`src/rtl/txb_pkg.sv`:
```
package txb_pkg;
    typedef enum logic [2:0] {
        OP_NOP    = 3'd0,
        OP_LOAD   = 3'd1,
        OP_STORE  = 3'd2,
        OP_BEGIN  = 3'd3,
        OP_COMMIT = 3'd4,
        OP_ABORT  = 3'd5
    } txb_op_e;

    typedef enum logic [1:0] {
        TS_IDLE = 2'd0,
        TS_RUN  = 2'd1,
        TS_DONE = 2'd2,
        TS_FAIL = 2'd3
    } txb_status_e;

    typedef enum logic [2:0] {
        ST_IDLE,
        ST_RUN,
        ST_FLUSH,
        ST_DONE,
        ST_FAIL
    } txb_state_e;
endpackage

```
`src/rtl/txb_line_array.sv`:
```
module txb_line_array #(
    parameter int NUM_ENT = 8,
    parameter int AW      = 16,
    parameter int DW      = 32,
    parameter int IW      = 3
) (
    input  logic          clk,
    input  logic          rst_n,
    input  logic          clear_all,
    input  logic          acc_en,
    input  logic          acc_store,
    input  logic [AW-1:0] acc_addr,
    input  logic [DW-1:0] acc_wdata,
    input  logic [DW-1:0] fill_data,
    input  logic [AW-1:0] snoop_addr,
    input  logic [IW-1:0] scan_idx,
    output logic          hit,
    output logic [DW-1:0] hit_data,
    output logic          full,
    output logic          snoop_hit,
    output logic          scan_valid,
    output logic          scan_written,
    output logic          scan_dirty,
    output logic [AW-1:0] scan_addr,
    output logic [DW-1:0] scan_data
);
    logic [NUM_ENT-1:0] ent_v, ent_rd, ent_wr;
    logic [AW-1:0]      ent_tag [NUM_ENT];
    logic [DW-1:0]      ent_old [NUM_ENT];
    logic [DW-1:0]      ent_new [NUM_ENT];
    logic [NUM_ENT-1:0] acc_match, snp_match;
    logic [IW-1:0]      hit_idx, free_idx;

    for (genvar g = 0; g < NUM_ENT; g++) begin : g_cmp
        assign acc_match[g] = ent_v[g] && (ent_tag[g] == acc_addr);
        assign snp_match[g] = ent_v[g] && (ent_rd[g] || ent_wr[g]) &&
                              (ent_tag[g] == snoop_addr);
    end

    assign hit       = |acc_match;
    assign snoop_hit = |snp_match;
    assign full      = &ent_v;

    always_comb begin
        hit_idx  = '0;
        hit_data = '0;
        free_idx = '0;
        for (int i = 0; i < NUM_ENT; i++) begin
            if (acc_match[i]) begin
                hit_idx  = IW'(i);
                hit_data = ent_new[i];
            end
        end
        for (int i = NUM_ENT - 1; i >= 0; i--) begin
            if (!ent_v[i]) free_idx = IW'(i);
        end
    end

    always_ff @(posedge clk or negedge rst_n) begin
        if (!rst_n) begin
            ent_v  <= '0;
            ent_rd <= '0;
            ent_wr <= '0;
        end else if (clear_all) begin
            ent_v  <= '0;
            ent_rd <= '0;
            ent_wr <= '0;
        end else if (acc_en) begin
            if (hit) begin
                if (acc_store) ent_wr[hit_idx] <= 1'b1;
                else           ent_rd[hit_idx] <= 1'b1;
            end else if (!full) begin
                ent_v[free_idx]  <= 1'b1;
                ent_rd[free_idx] <= !acc_store;
                ent_wr[free_idx] <= acc_store;
            end
        end
    end

    always_ff @(posedge clk) begin
        if (acc_en && !clear_all) begin
            if (hit) begin
                if (acc_store) ent_new[hit_idx] <= acc_wdata;
            end else if (!full) begin
                ent_tag[free_idx] <= acc_addr;
                ent_old[free_idx] <= fill_data;
                ent_new[free_idx] <= acc_store ? acc_wdata : fill_data;
            end
        end
    end

    assign scan_valid   = ent_v[scan_idx];
    assign scan_written = ent_wr[scan_idx];
    assign scan_dirty   = ent_new[scan_idx] != ent_old[scan_idx];
    assign scan_addr    = ent_tag[scan_idx];
    assign scan_data    = ent_new[scan_idx];
endmodule

```
`src/rtl/txb_fsm.sv`:
```
module txb_fsm
    import txb_pkg::*;
#(
    parameter int NUM_ENT = 8,
    parameter int IW      = 3
) (
    input  logic          clk,
    input  logic          rst_n,
    input  logic          cmd_valid,
    input  logic [2:0]    cmd_op,
    input  logic          hit,
    input  logic          full,
    input  logic          snoop_valid,
    input  logic          snoop_hit,
    input  logic          preempt,
    input  logic          scan_valid,
    input  logic          scan_written,
    input  logic          scan_dirty,
    output logic [IW-1:0] scan_idx,
    output logic          cmd_ready,
    output logic          clear_all,
    output logic          acc_en,
    output logic          acc_store,
    output logic          load_fire,
    output logic          direct_wr,
    output logic          flush_wr,
    output logic [1:0]    status
);
    txb_state_e state_q, state_d;
    logic fire, is_acc, abort_evt, last_scan;

    assign fire      = cmd_valid && (state_q != ST_FLUSH);
    assign is_acc    = (cmd_op == OP_LOAD) || (cmd_op == OP_STORE);
    assign abort_evt = (state_q == ST_RUN) &&
                       (preempt || (snoop_valid && snoop_hit) ||
                        (fire && cmd_op == OP_ABORT) ||
                        (fire && is_acc && !hit && full));
    assign last_scan = scan_idx == IW'(NUM_ENT - 1);

    always_comb begin
        state_d = state_q;
        unique case (state_q)
            ST_IDLE, ST_DONE, ST_FAIL: if (fire && cmd_op == OP_BEGIN) state_d = ST_RUN;
            ST_RUN: begin
                if (abort_evt)                         state_d = ST_FAIL;
                else if (fire && cmd_op == OP_COMMIT)  state_d = ST_FLUSH;
            end
            ST_FLUSH: if (last_scan) state_d = ST_DONE;
            default: state_d = ST_IDLE;
        endcase
    end

    always_ff @(posedge clk or negedge rst_n) begin
        if (!rst_n) begin
            state_q  <= ST_IDLE;
            scan_idx <= '0;
        end else begin
            state_q  <= state_d;
            scan_idx <= (state_q == ST_FLUSH && !last_scan) ? scan_idx + 1'b1 : '0;
        end
    end

    always_comb begin
        cmd_ready = state_q != ST_FLUSH;
        clear_all = (state_d != state_q) &&
                    (state_d == ST_RUN || state_d == ST_FAIL || state_d == ST_DONE);
        acc_en    = (state_q == ST_RUN) && fire && is_acc && !abort_evt;
        acc_store = cmd_op == OP_STORE;
        load_fire = fire && (cmd_op == OP_LOAD) && !abort_evt;
        direct_wr = fire && (cmd_op == OP_STORE) &&
                    (state_q == ST_IDLE || state_q == ST_DONE);
        flush_wr  = (state_q == ST_FLUSH) && scan_valid && scan_written && scan_dirty;
        unique case (state_q)
            ST_RUN, ST_FLUSH: status = TS_RUN;
            ST_DONE:          status = TS_DONE;
            ST_FAIL:          status = TS_FAIL;
            default:          status = TS_IDLE;
        endcase
    end


    flush_order_chk: assert property (@(posedge clk) disable iff (!rst_n)
        (state_q == ST_FLUSH && scan_idx != '0) |->
            ($past(state_q) == ST_FLUSH && scan_idx == $past(scan_idx) + 1'b1));
endmodule

```
`src/rtl/txn_line_buffer.sv`:
```
module txn_line_buffer
    import txb_pkg::*;
#(
    parameter int NUM_ENT = 8,
    parameter int AW      = 16,
    parameter int DW      = 32
) (
    input  logic          clk,
    input  logic          rst_n,
    input  logic          cmd_valid,
    input  logic [2:0]    cmd_op,
    input  logic [AW-1:0] cmd_addr,
    input  logic [DW-1:0] cmd_wdata,
    output logic          cmd_ready,
    output logic          rsp_valid,
    output logic [DW-1:0] rsp_data,
    input  logic          snoop_valid,
    input  logic [AW-1:0] snoop_addr,
    input  logic          preempt,
    output logic [1:0]    txn_status,
    output logic          txn_doomed,
    output logic [AW-1:0] mem_rd_addr,
    input  logic [DW-1:0] mem_rd_data,
    output logic          mem_wr_en,
    output logic [AW-1:0] mem_wr_addr,
    output logic [DW-1:0] mem_wr_data
);
    localparam int IW = (NUM_ENT > 1) ? $clog2(NUM_ENT) : 1;

    logic          clear_all, acc_en, acc_store, load_fire, direct_wr, flush_wr;
    logic          hit, full, snoop_hit, scan_valid, scan_written, scan_dirty;
    logic [DW-1:0] hit_data, scan_data;
    logic [AW-1:0] scan_addr;
    logic [IW-1:0] scan_idx;

    txb_line_array #(.NUM_ENT(NUM_ENT), .AW(AW), .DW(DW), .IW(IW)) u_array (
        .clk(clk), .rst_n(rst_n), .clear_all(clear_all),
        .acc_en(acc_en), .acc_store(acc_store), .acc_addr(cmd_addr),
        .acc_wdata(cmd_wdata), .fill_data(mem_rd_data), .snoop_addr(snoop_addr),
        .scan_idx(scan_idx), .hit(hit), .hit_data(hit_data), .full(full),
        .snoop_hit(snoop_hit), .scan_valid(scan_valid), .scan_written(scan_written),
        .scan_dirty(scan_dirty), .scan_addr(scan_addr), .scan_data(scan_data)
    );

    txb_fsm #(.NUM_ENT(NUM_ENT), .IW(IW)) u_fsm (
        .clk(clk), .rst_n(rst_n), .cmd_valid(cmd_valid), .cmd_op(cmd_op),
        .hit(hit), .full(full), .snoop_valid(snoop_valid), .snoop_hit(snoop_hit),
        .preempt(preempt), .scan_valid(scan_valid), .scan_written(scan_written),
        .scan_dirty(scan_dirty), .scan_idx(scan_idx), .cmd_ready(cmd_ready),
        .clear_all(clear_all), .acc_en(acc_en), .acc_store(acc_store),
        .load_fire(load_fire), .direct_wr(direct_wr), .flush_wr(flush_wr),
        .status(txn_status)
    );

    assign txn_doomed  = txn_status == TS_FAIL;
    assign mem_rd_addr = cmd_addr;
    assign mem_wr_en   = direct_wr || flush_wr;
    assign mem_wr_addr = flush_wr ? scan_addr : cmd_addr;
    assign mem_wr_data = flush_wr ? scan_data : cmd_wdata;

    always_ff @(posedge clk or negedge rst_n) begin
        if (!rst_n) begin
            rsp_valid <= 1'b0;
            rsp_data  <= '0;
        end else begin
            rsp_valid <= load_fire;
            if (load_fire) rsp_data <= hit ? hit_data : mem_rd_data;
        end
    end


    no_spec_write_chk: assert property (@(posedge clk) disable iff (!rst_n)
        (txn_status == TS_RUN && cmd_ready) |-> !mem_wr_en);


    no_fail_write_chk: assert property (@(posedge clk) disable iff (!rst_n)
        (txn_status == TS_FAIL) |-> !mem_wr_en);


    snoop_abort_chk: assert property (@(posedge clk) disable iff (!rst_n)
        (txn_status == TS_RUN && cmd_ready && snoop_valid && snoop_hit) |=>
            (txn_status == TS_FAIL));


    overflow_abort_chk: assert property (@(posedge clk) disable iff (!rst_n)
        (txn_status == TS_RUN && cmd_ready && cmd_valid && !hit && full &&
         (cmd_op == OP_LOAD || cmd_op == OP_STORE)) |=> (txn_status == TS_FAIL));


    rsp_source_chk: assert property (@(posedge clk) disable iff (!rst_n)
        rsp_valid |-> $past(cmd_valid && cmd_ready && cmd_op == OP_LOAD));
endmodule

```
`config.mk`:
```
export PLATFORM = sky130hd
export DESIGN_NAME = txn_line_buffer
export DESIGN_NICKNAME = d
export VERILOG_FILES = /design/src/rtl/txb_pkg.sv /design/src/rtl/txb_line_array.sv /design/src/rtl/txb_fsm.sv /design/src/rtl/txn_line_buffer.sv
export SDC_FILE = /design/constraint.sdc
export NUM_CORES = 1
export LEC_CHECK = 0
export BUFFER_PORTS_ARGS = -buffer_cell sky130_fd_sc_hd__buf_2
export CORE_MARGIN = 5
export CORE_UTILIZATION = 45
export CTS_CLUSTER_SIZE = 8
export DETAILED_ROUTE_END_ITERATION = 10
export PLACE_DENSITY = 0.73
export RECOVER_POWER = 25
export SETUP_SLACK_MARGIN = 0.2
export SLEW_MARGIN = 40
export SYNTH_ARGS = -nofsm -noshare
export SYNTH_HDL_FRONTEND = slang
export SYNTH_SLANG_ARGS = --single-unit
```
`constraint.sdc`:
```
create_clock -name clk -period 6 [get_ports clk]
set_input_delay 1.2 -clock clk [delete_from_list [all_inputs] [get_ports clk]]
set_output_delay 1.2 -clock clk [all_outputs]
set_load 0.1 [all_outputs]
```
Word level (Yosys, flattened, before mapping)
Memories as Yosys holds them, arrays and structs flattened.
Cells that the tools add are included.
W data, S select, Z words.

word-level totals
  register bits after elaboration = 63
  bits of input ports = 104
  memories = 3
  bits in writable memories = 640
  word-level logic and storage cells = 206

operators by class
  add/sub/neg operators = 1
  reductions and logical operators = 80
  equal/unequal tests = 38
  magnitude comparators = 5
  multiplexer cells = 69
  bitwise gates (word level) = 3

memory list
  memory           words  bits a word  rd ports  clocked after memory_dff  wr ports  RTL line              text
  u_array.ent_new  8      32           9         0                         1         txb_line_array.sv:30  logic [DW-1:0] ent_new [NUM_ENT];
  u_array.ent_old  8      32           1         0                         1         txb_line_array.sv:29  logic [DW-1:0] ent_old [NUM_ENT];
  u_array.ent_tag  8      16           9         0                         1         txb_line_array.sv:28  logic [AW-1:0] ent_tag [NUM_ENT];

operators with widths
  kind                  count
  $mux W32              12
  $eq A16 B16 Y1        16
  $mux W8               14
  $mux W3               18
  $logic_and A1 B1 Y1   48
  $ne A32 B32 Y1        1
  $reduce_or A32 Y1     1
  $or A8 B8 Y8          3
  $bwmux W8             2
  $logic_or A1 B1 Y1    16
  $mux W16              1
  $reduce_or A8 Y1      2
  $eq A3 B2 Y1 const B  5
  $eq A3 B3 Y1 const B  5
  $mux W1               14
  $lt A3 B4 Y1 const B  3
  $eq A3 B1 Y1 const B  3
  $pmux W3 S3           1
  $reduce_and A3 Y1     3
  $reduce_and A8 Y1     1
  $bmux W1 S3           2
  $demux W1 S3          2
  $ge A3 B1 Y1 const B  2
  $ne A3 B2 Y1 const B  2
  14 further kinds      19

Logic depth before layout (Yosys ltp)
Gate-level depths: netlist of the first run.

  word-level depth = 21
  mapped depth = 12
  gate-level depth less buffers = 9

Modules after synthesis
Synthesis of the first run repeated with hierarchy kept, for this count alone.

second synthesis, totals
  cells, all modules = 2283
  area, all modules = 34301.6 um^2

modules (own cells, without submodules)
  module           instances  cells an instance  area each (um^2)
  txb_line_array   1          2020               31586.5
  txn_line_buffer  1          211                2250.9
  txb_fsm          1          52                 464.2

Worst setup path after synthesis of the first run
No wires, ideal clock.

  path type = in2reg
  from = in cmd_addr[13]
  to = mem u_array.ent_old[2][0], enable pin
  required time = 5.485 ns
  path slack = -0.945 ns
  cell stages on the path = 9
  path buffers = 2
  arrival time = 6.431 ns
  path through = buf_2 xor2_1 or4b_1 nor4_1 a32oi_1 nand4_4 nand4b_1 buf_2 nor3_1

between the ends
  word-level cells in the longest chain between the ends = 18
  elaborated cells between the ends (all ways) = 38
  classes of those cells = eq/ne (12); mux (5); reduce/logical (21)

RTL lines
  what                                                 RTL line               text
  start, declared                                      txn_line_buffer.sv:12  input logic [AW-1:0] cmd_addr,
  $eq A16 B16 Y1                                       txb_line_array.sv:35   assign acc_match[g] = ent_v[g] && (ent_tag[g] == acc_addr);
  $logic_and A1 B1 Y1                                  txb_line_array.sv:35
  $reduce_or A8 Y1 *                                   txb_line_array.sv:40   assign hit = |acc_match;
  $logic_not A1 Y1                                     txb_fsm.sv:37          (fire && is_acc && !hit && full));
  $logic_and A1 B1 Y1 (2 in series)                    txb_fsm.sv:37
  $logic_or A1 B1 Y1                                   txb_fsm.sv:36          (fire && cmd_op == OP_ABORT) ||
  $logic_and A1 B1 Y1                                  txb_fsm.sv:34          assign abort_evt = (state_q == ST_RUN) &&
  $mux W3                                              txb_fsm.sv:45          if (abort_evt) state_d = ST_FAIL;
  $pmux W3 S3                                          txb_fsm.sv:42          unique case (state_q)
  $eq A3 B1 Y1 / $eq A3 B3 Y1 (equally long branches)  txb_fsm.sv:66          (state_d == ST_RUN || state_d == ST_FAIL || state_d == ST_DONE);
  $logic_or A1 B1 Y1 (2 in series)                     txb_fsm.sv:66
  $logic_and A1 B1 Y1                                  txb_fsm.sv:65          clear_all = (state_d != state_q) &&
  $logic_not A1 Y1                                     txb_line_array.sv:81   if (acc_en && !clear_all) begin
  $logic_and A1 B1 Y1                                  txb_line_array.sv:81
  $mux W1 *                                            txb_line_array.sv:81
  $mux W1 (implied by the code) *                      txb_line_array.sv:86   ent_old[free_idx] <= fill_data;
  end, declared                                        txb_line_array.sv:29

Every way passes the cells marked *; elsewhere a longest branch is shown, timed or not.

Final worst setup path of the first run
  from = reg u_fsm.scan_idx[0]
  to = out mem_wr_addr[12]

between the ends
  word-level cells in the longest chain between the ends = 6
  elaborated cells between the ends (all ways) = 12
  classes of those cells = eq/ne (1); mux (5); reduce/logical (3); memory (3)

RTL lines
  what                                                                    RTL line               text
  start, declared                                                         txb_fsm.sv:19          output logic [IW-1:0] scan_idx,
  start signal, assigned                                                  txb_fsm.sv:59          scan_idx <= (state_q == ST_FLUSH && !last_scan) ? scan_idx + 1'b1 : '0;
  parallel branches: the longest is 5 deep, another holds $mem_v2 Z8 W32  n/a
  $mux W16 *                                                              txn_line_buffer.sv:58  assign mem_wr_addr = flush_wr ? scan_addr : cmd_addr;
  end, declared                                                           txn_line_buffer.sv:25  output logic [AW-1:0] mem_wr_addr,

Every way passes the cells marked *. The select of a mux whose other input is x is not followed.

==> impl_metrics.py, run 1 <==
metrics = {
    "outcome": {
        "outcome": "completed",
    },
    "placed_design": {
        "postPlaceCellArea_um2": 37300,
        "dp.final_hpwl_um": 70400,
        "port_buffers": 205,
        "globalplace.congestion": 0.975,
    },
    "critical_path": {
        "r2r-start": "u_array.ent_tag[7][7]",
        "crit_path_max_incr_delay_ns": 0.57,
        "worst-setup-path-type": "flip-flop to primary output",
        "reg2reg_slack_ns": 1.59,
        "ff2ff_path_depth": 11,
        "critPathCaptureType": "primary output",
        "path_cells": "buf_12, mux4_2, mux2i_2, xnor2_1, nand4_1, nor4_2, a221oi_4, buf_12, buf_4, nor2_1, a21oi_1, buf_12",
        "critical_path_peak_fanout": 40,
        "critical-path-top-cell-by-count": "buf_12",
        "setup.worst_path.start_class": "flip-flop",
        "arrival_ns": 4.52,
        "critical_path.slowest_cell": "dfrtp_4",
        "worstPathRequired_ns": 4.80,
        "reg2reg_end": "u_array.ent_new[5][27]",
    },
    "layout": {
        "final_layout_size_suffix_gt1_share_pct": 23.8,
        "most-common-layout-cells": "edfxtp_1, xnor2_1, mux4_2",
        "layout.cells.most_common": "edfxtp_1",
        "final_design_area_no_fill_um2": 40400,
        "syn2layout_area_growth_pct": 18.0,
        "finalNetCount": 2654,
        "final_util_pct": 53.4,
    },
    "global_routing": {
        "first_global_vias": 23800,
        "overflow": 0,
        "antenna_found_initial": 9,
        "grt_pass1_wl_um": 159000,
        "grtUsageTotal_pct": 26.3,
        "largest_net_degree_at_the_start_of_global_routing": 65,
    },
    "timing": {
        "worst_pin_slew_ns": 1.36,
        "final.setup_skew_ns": 0.0438,
        "final-hold-violation-count": 0,
        "timing.fmax_mhz": 175,
        "rsz0062_at_grt": "no",
        "hold_ws_ns": 0.501,
        "setup_tns_final_ns": 0,
        "final.period_utilization_pct": 95.3,
        "max_slew_margin_pct": 9.63,
        "setup-violations-final": 0,
        "report.final.slew_viol_count": 0,
        "layout_min_cycle_time_ns": 5.72,
    },
    "clock_tree": {
        "cts_root_buf": "clkbuf_16",
        "cts_made_buffers": 98,
        "clock_latency_on_the_worst_skew_pair_ns": 0.67,
        "cts.sink_count": 703,
        "clk_path_buf_depth": 3,
        "clk_transition_reported_paths_ns": 0.05,
        "clock_tree_from_tritoncts": "done",
        "h-tree-depth": 3,
    },
    "synth": {
        "synth_seq_cells": 703,
        "ys_seq_area_share_pct": 60.8,
        "synth_fp_nets": 2427,
        "ys_dominant_reg_cell": "edfxtp_1",
        "post_synth_instance_area_um2": 34200,
        "synth.avg_cell_area_um2": 14.7,
        "post_synth_edffs": 640,
        "async_s_r_ff_share_synth_pct": 8.96,
        "synth_cells": 2321,
        "yosys_warnings": 0,
        "yosysUniqueCellTypes": 72,
    },
    "drt": {
        "detail_route.vias_per_cell": 6.46,
        "detail_route.iter0.violations": 3361,
        "firstDrtPassIters": 9,
        "finalWirelength_um": 110000,
        "vias": 23300,
        "ant_nets": 0,
        "post_drt_wl_per_cell_um": 30.4,
        "drcViolationCount": 0,
    },
    "power": {
        "p_total_w": 0.0119,
        "pwr_density_cell_nw_per_um2": 295,
        "power.leakage_nw": 12.7,
        "irDropWorstVdd_mv": 0.310,
    },
    "min_path": {
        "timing.hold.worst_path_depth": 1,
        "hold_crit_start": "rsp_data[3]",
        "hold_class": "flip-flop to flip-flop",
        "hold-path-endpoint": "rsp_data[3]",
    },
    "floorplanning": {
        "dieArea_um2": 81700,
        "die_w_um": 286,
        "rows": 101,
        "design.portCount": 206,
        "core_area_um2": 75700,
        "initial_core_util_pct": 45.2,
        "die_h_um": 286,
    },
    "run": {
        "maxCapViolations": 0,
    },
}
[critical path: cells and delay by family (launching register included)]
family | cells | cell delay (ns)
compound gates | 2 | 0.58
buf+inv | 4 | 1.08
flops | 1 | 0.57
mux | 2 | 1.00
xor+xnor | 1 | 0.16
simple gates | 3 | 0.41
[registers in the layout, indices dropped and copies added, names as in the netlist]
signal           count
u_array.ent_rd       8
u_array.ent_new    256
u_array.ent_old    256
rsp_data            32
u_array.ent_v        8
u_fsm.scan_idx       3
u_array.ent_wr       8
u_fsm.state_q        3
rsp_valid            1
u_array.ent_tag    128
[timing repair]
action,CTS,global route
setup buffers,7,4
gates resized for setup,8,14
gates cloned,0,0
endpoints found under the setup margin,49,28
hold buffers,0,0
pin swaps,0,0
[synthesized netlist by cell type (15+ instances only)]
library cell | instances | area, um^2
a221oi_1 | 64 | 561
mux2_2 | 44 | 495
mux4_2 | 160 | 3600
nand4_1 | 60 | 375
nor3_1 | 17 | 85.1
nand3_1 | 34 | 170
buf_4 | 17 | 128
nor4_1 | 34 | 213
nand2_1 | 114 | 428
edfxtp_1 | 640 | 19200
o21ai_0 | 65 | 325
o22a_1 | 33 | 289
dfrtp_1 | 63 | 1580
inv_1 | 20 | 75.1
xnor2_1 | 168 | 1470
mux2i_1 | 83 | 831
buf_2 | 68 | 340
nor2_1 | 145 | 544
xor2_1 | 123 | 1080
o22ai_1 | 15 | 93.8
clkbuf_1 | 80 | 300
o31ai_1 | 31 | 233
a21oi_1 | 98 | 490
[cells by family (layout without fill, tap and decap cells)]
group,after synthesis,count (layout),synth area share [%]
xor+xnor,291,291,7.45
fa+ha+maj,2,2,0.0731
flops,703,703,60.8
simple gates,468,468,6.84
compound gates,355,355,7.02
other cells,0,8,0
buf+inv,194,497,2.67
mux,308,308,15.2
[metrics by stage]
| step | std cells | setup WS, ns |
|---|---|---|
| 3_3_place_gp | 3415 | 0.351 |
| 4_1_cts | 3598 | 0.211 |
| 6_report | 3610 | 0.282 |
| 2_1_floorplan | 2321 | 0.220 |
| 3_5_place_dp | 3415 | 0.370 |
| 5_1_grt | 3605 | 0.177 |
[worst max-delay path by stage]
stage | startpoint | to | cells after the start
6_report | u_fsm.scan_idx[0] | mem_wr_addr[12] | 12
4_1_cts | u_fsm.scan_idx[0] | mem_wr_data[21] | 13
2_1_floorplan | cmd_addr[13] | u_array.ent_old[0][0] | 10
5_1_grt | u_fsm.scan_idx[0] | mem_wr_addr[4] | 13
3_5_place_dp | u_fsm.scan_idx[0] | mem_wr_data[17] | 10
3_3_place_gp | u_fsm.scan_idx[0] | mem_wr_data[17] | 10
[power by group]
| part | internal (W) | switching [W] | leakage (nW) | total, W |
|---|---|---|---|---|
| sequential | 0.00541 | 0.0000384 | 6.56 | 0.00545 |
| combinational | 0.000276 | 0.000985 | 4.76 | 0.00126 |
| clock | 0.00308 | 0.00213 | 1.37 | 0.00521 |
| total | 0.00876 | 0.00316 | 12.7 | 0.0119 |
[metal layers]
layer / wire [um] / vias up / GRT usage, %
met5: 13 / - / 0
met4: 4970 / 2 / 11.6
met3: 11400 / 304 / 5.31
met2: 53700 / 1682 / 43.5
met1: 39800 / 11700 / 33.8
li1: - / 9582 / -
[layout make-up]
type | instances | area [um^2]
Fill cell | 5952 | 35300
Sequential cell | 703 | 20800
Multi-Input combinational cell | 1424 | 12800
Clock buffer | 168 | 2730
Timing Repair Buffer | 301 | 2570
Tap cell | 978 | 1220
Clock inverter | 8 | 170
Inverter | 20 | 75.1
Antenna cell | 8 | 20.0
Note: power is estimated with default switching activity, not from simulation.
==> run 2, diff against run 1 <==
CORE_UTILIZATION = 50   (was 45)
PLACE_DENSITY = 0.79   (was 0.73)
==> run 2 against run 1 <==
Clock-buffer cell count up 1. First-iteration DRC count rose by 12%. Largest power group unchanged. Global-route usage up 3.4 points. Fmax is 0.54% lower.
==> impl_metrics.py, run 2 (same netlist as run 1, synthesis figures left out) <==
metrics = {
    "layout": {
        "reg.largest.list": "u_array.ent_new (256), u_array.ent_old (256), u_array.ent_tag (128)",
        "most-common-layout-cells": "edfxtp_1, xnor2_1, mux4_2",
        "final_design_area_no_fill_um2": 40500,
        "num-fill-cells": 4915,
        "finalNetCount": 2666,
        "layout.cells.most_common": "edfxtp_1",
        "final_layout_size_suffix_gt1_share_pct": 24.4,
        "syn2layout_area_growth_pct": 18.5,
    },
    "placed_design": {
        "worst_setup_slack_after_placement_ns": 0.586,
        "dp.final_hpwl_um": 71800,
        "port_buffers": 205,
        "globalplace.congestion": 0.921,
        "postPlaceCellArea_um2": 37500,
    },
    "timing": {
        "worst_pin_slew_ns": 1.15,
        "final.setup_skew_ns": 0.0413,
        "report.final.slew_viol_count": 0,
        "final.period_utilization_pct": 95.8,
        "max_slew_margin_pct": 23.2,
        "timing.fmax_mhz": 174,
        "setup-violations-final": 0,
        "layout_min_cycle_time_ns": 5.75,
        "final.setup.worst_slack_ns": 0.251,
        "setup_tns_final_ns": 0,
        "final-hold-violation-count": 0,
        "rsz0062_at_grt": "yes",
    },
    "drt": {
        "firstDrtPassIters": 6,
        "detail_route.vias_per_cell": 6.78,
        "ant_nets": 0,
        "post_drt_wl_per_cell_um": 31.6,
        "vias": 23900,
        "drcViolationCount": 0,
        "detail_route.iter0.violations": 3777,
        "finalWirelength_um": 112000,
    },
    "critical_path": {
        "reg2reg_slack_ns": 1.75,
        "ff2ff_path_depth": 12,
        "worstPathRequired_ns": 4.80,
        "arrival_ns": 4.55,
        "worst-setup-path-type": "flip-flop to primary output",
        "critical_path_peak_fanout": 36,
        "critPathCaptureType": "primary output",
        "setup.worst_path.start_class": "flip-flop",
    },
    "clock_tree": {
        "clk_path_buf_depth": 3,
        "h-tree-depth": 3,
        "clock_tree_from_tritoncts": "done",
        "cts_made_buffers": 98,
        "cts_root_buf": "clkbuf_16",
        "clock_latency_on_the_worst_skew_pair_ns": 0.67,
        "clk_transition_reported_paths_ns": 0.05,
        "cts.sink_count": 703,
    },
    "outcome": {
        "outcome": "completed",
    },
    "floorplanning": {
        "die_h_um": 272,
        "dieArea_um2": 73800,
        "die_w_um": 272,
        "design.portCount": 206,
        "rows": 96,
        "core_area_um2": 68200,
        "initial_core_util_pct": 50.2,
    },
    "power": {
        "switching_power_w": 0.00316,
        "irDropWorstVdd_mv": 0.289,
        "p_int_w": 0.00882,
        "power.share.sequential_pct": 45.5,
        "power.switching_fraction_pct": 26.4,
        "power.leakage_nw": 12.8,
        "share_comb_of_total_power_pct": 10.8,
        "clock_power_share_pct": 43.7,
        "pwr_density_cell_nw_per_um2": 296,
    },
    "global_routing": {
        "largest_net_degree_at_the_start_of_global_routing": 65,
        "overflow": 0,
        "first_global_vias": 24500,
        "antenna_found_initial": 10,
        "grt_pass1_wl_um": 163000,
        "grtUsageTotal_pct": 29.7,
    },
    "run": {
        "maxCapViolations": 0,
    },
    "min_path": {
        "hold_class": "flip-flop to flip-flop",
        "timing.hold.worst_path_depth": 1,
    },
}
run 2: layout make-up:
type	instances	area, um^2	share of cell area, %
antenna	7	17.5	0.0432
clock buffer	169	2730	6.73
clock inverter	7	196	0.485
inverter	20	75.1	0.185
multi-input combinational	1424	12800	31.5
sequential	703	20800	51.3
tap	882	1100	2.72
timing repair buffer	313	2840	7.00
run 2: what timing repair did:
action,4_1_cts,5_1_grt
endpoints found under the setup margin,47,25
resized for setup,8,10
pin swaps,1,2
hold buffers,0,0
setup buffers,2,5
run 2: worst paths after layout:
kind | to | startpoint
worst max-delay path | mem_wr_data[30] | u_fsm.scan_idx[0]
worst min-delay path | rsp_data[7] | rsp_data[7]
worst max register to register | u_array.ent_new[1][13] | u_array.ent_tag[6][2]
worst min register to register | rsp_data[7] | rsp_data[7]
max in group asynchronous | u_fsm.scan_idx[1] | rst_n
min in group asynchronous | rsp_data[0] | rst_n
run 2: power by group through the flow:
| stage | clock [W] | sequential, W | combinational (W) |
|---|---|---|---|
| 6_report | 0.00524 | 0.00545 | 0.00129 |
| 5_1_grt | 0.00551 | 0.00546 | 0.00133 |
| 4_1_cts | 0.00528 | 0.00545 | 0.00129 |
| 3_5_place_dp | 0 | 0.00555 | 0.00129 |
| 3_3_place_gp | 0 | 0.00554 | 0.00127 |
| 2_1_floorplan | 0 | 0.00591 | 0.000551 |
run 2: metal layers:
| layer | share of wire, % | track usage (%) |
|---|---|---|
| met1 | 34 | 37.6 |
| met2 | 48 | 47.5 |
| met3 | 13 | 8.27 |
| met4 | 5.1 | 14.7 |
| met5 | 0.012 | 0 |
run 2: stage by stage:
| stage | utilization [%] | total power (W) | hold WS, ns | instances |
|---|---|---|---|---|
| global placement | 55.0 | 0.00681 | 0.489 | 3335 |
| detailed placement | 55.0 | 0.00683 | 0.491 | 3335 |
| global route | 59.4 | 0.0123 | 0.519 | 3523 |
| floorplan | - | 0.00646 | 0.495 | 2321 |
| finish | 59.4 | 0.0120 | 0.505 | 3525 |
| CTS | 59.3 | 0.0120 | 0.511 | 3513 |
run 2: critical path, stage by stage, from the launching register on:
cell and delay [ns]:
dfrtp_4 0.56, buf_12 0.25, buf_4 0.20, mux4_2 0.51, mux2i_2 0.38, xnor2_1 0.14, nand4_1 0.23, nor4_4 0.07
a221oi_4 0.51, buf_12 0.29, nor2_1 0.08, a21oi_1 0.37, buf_12 0.23
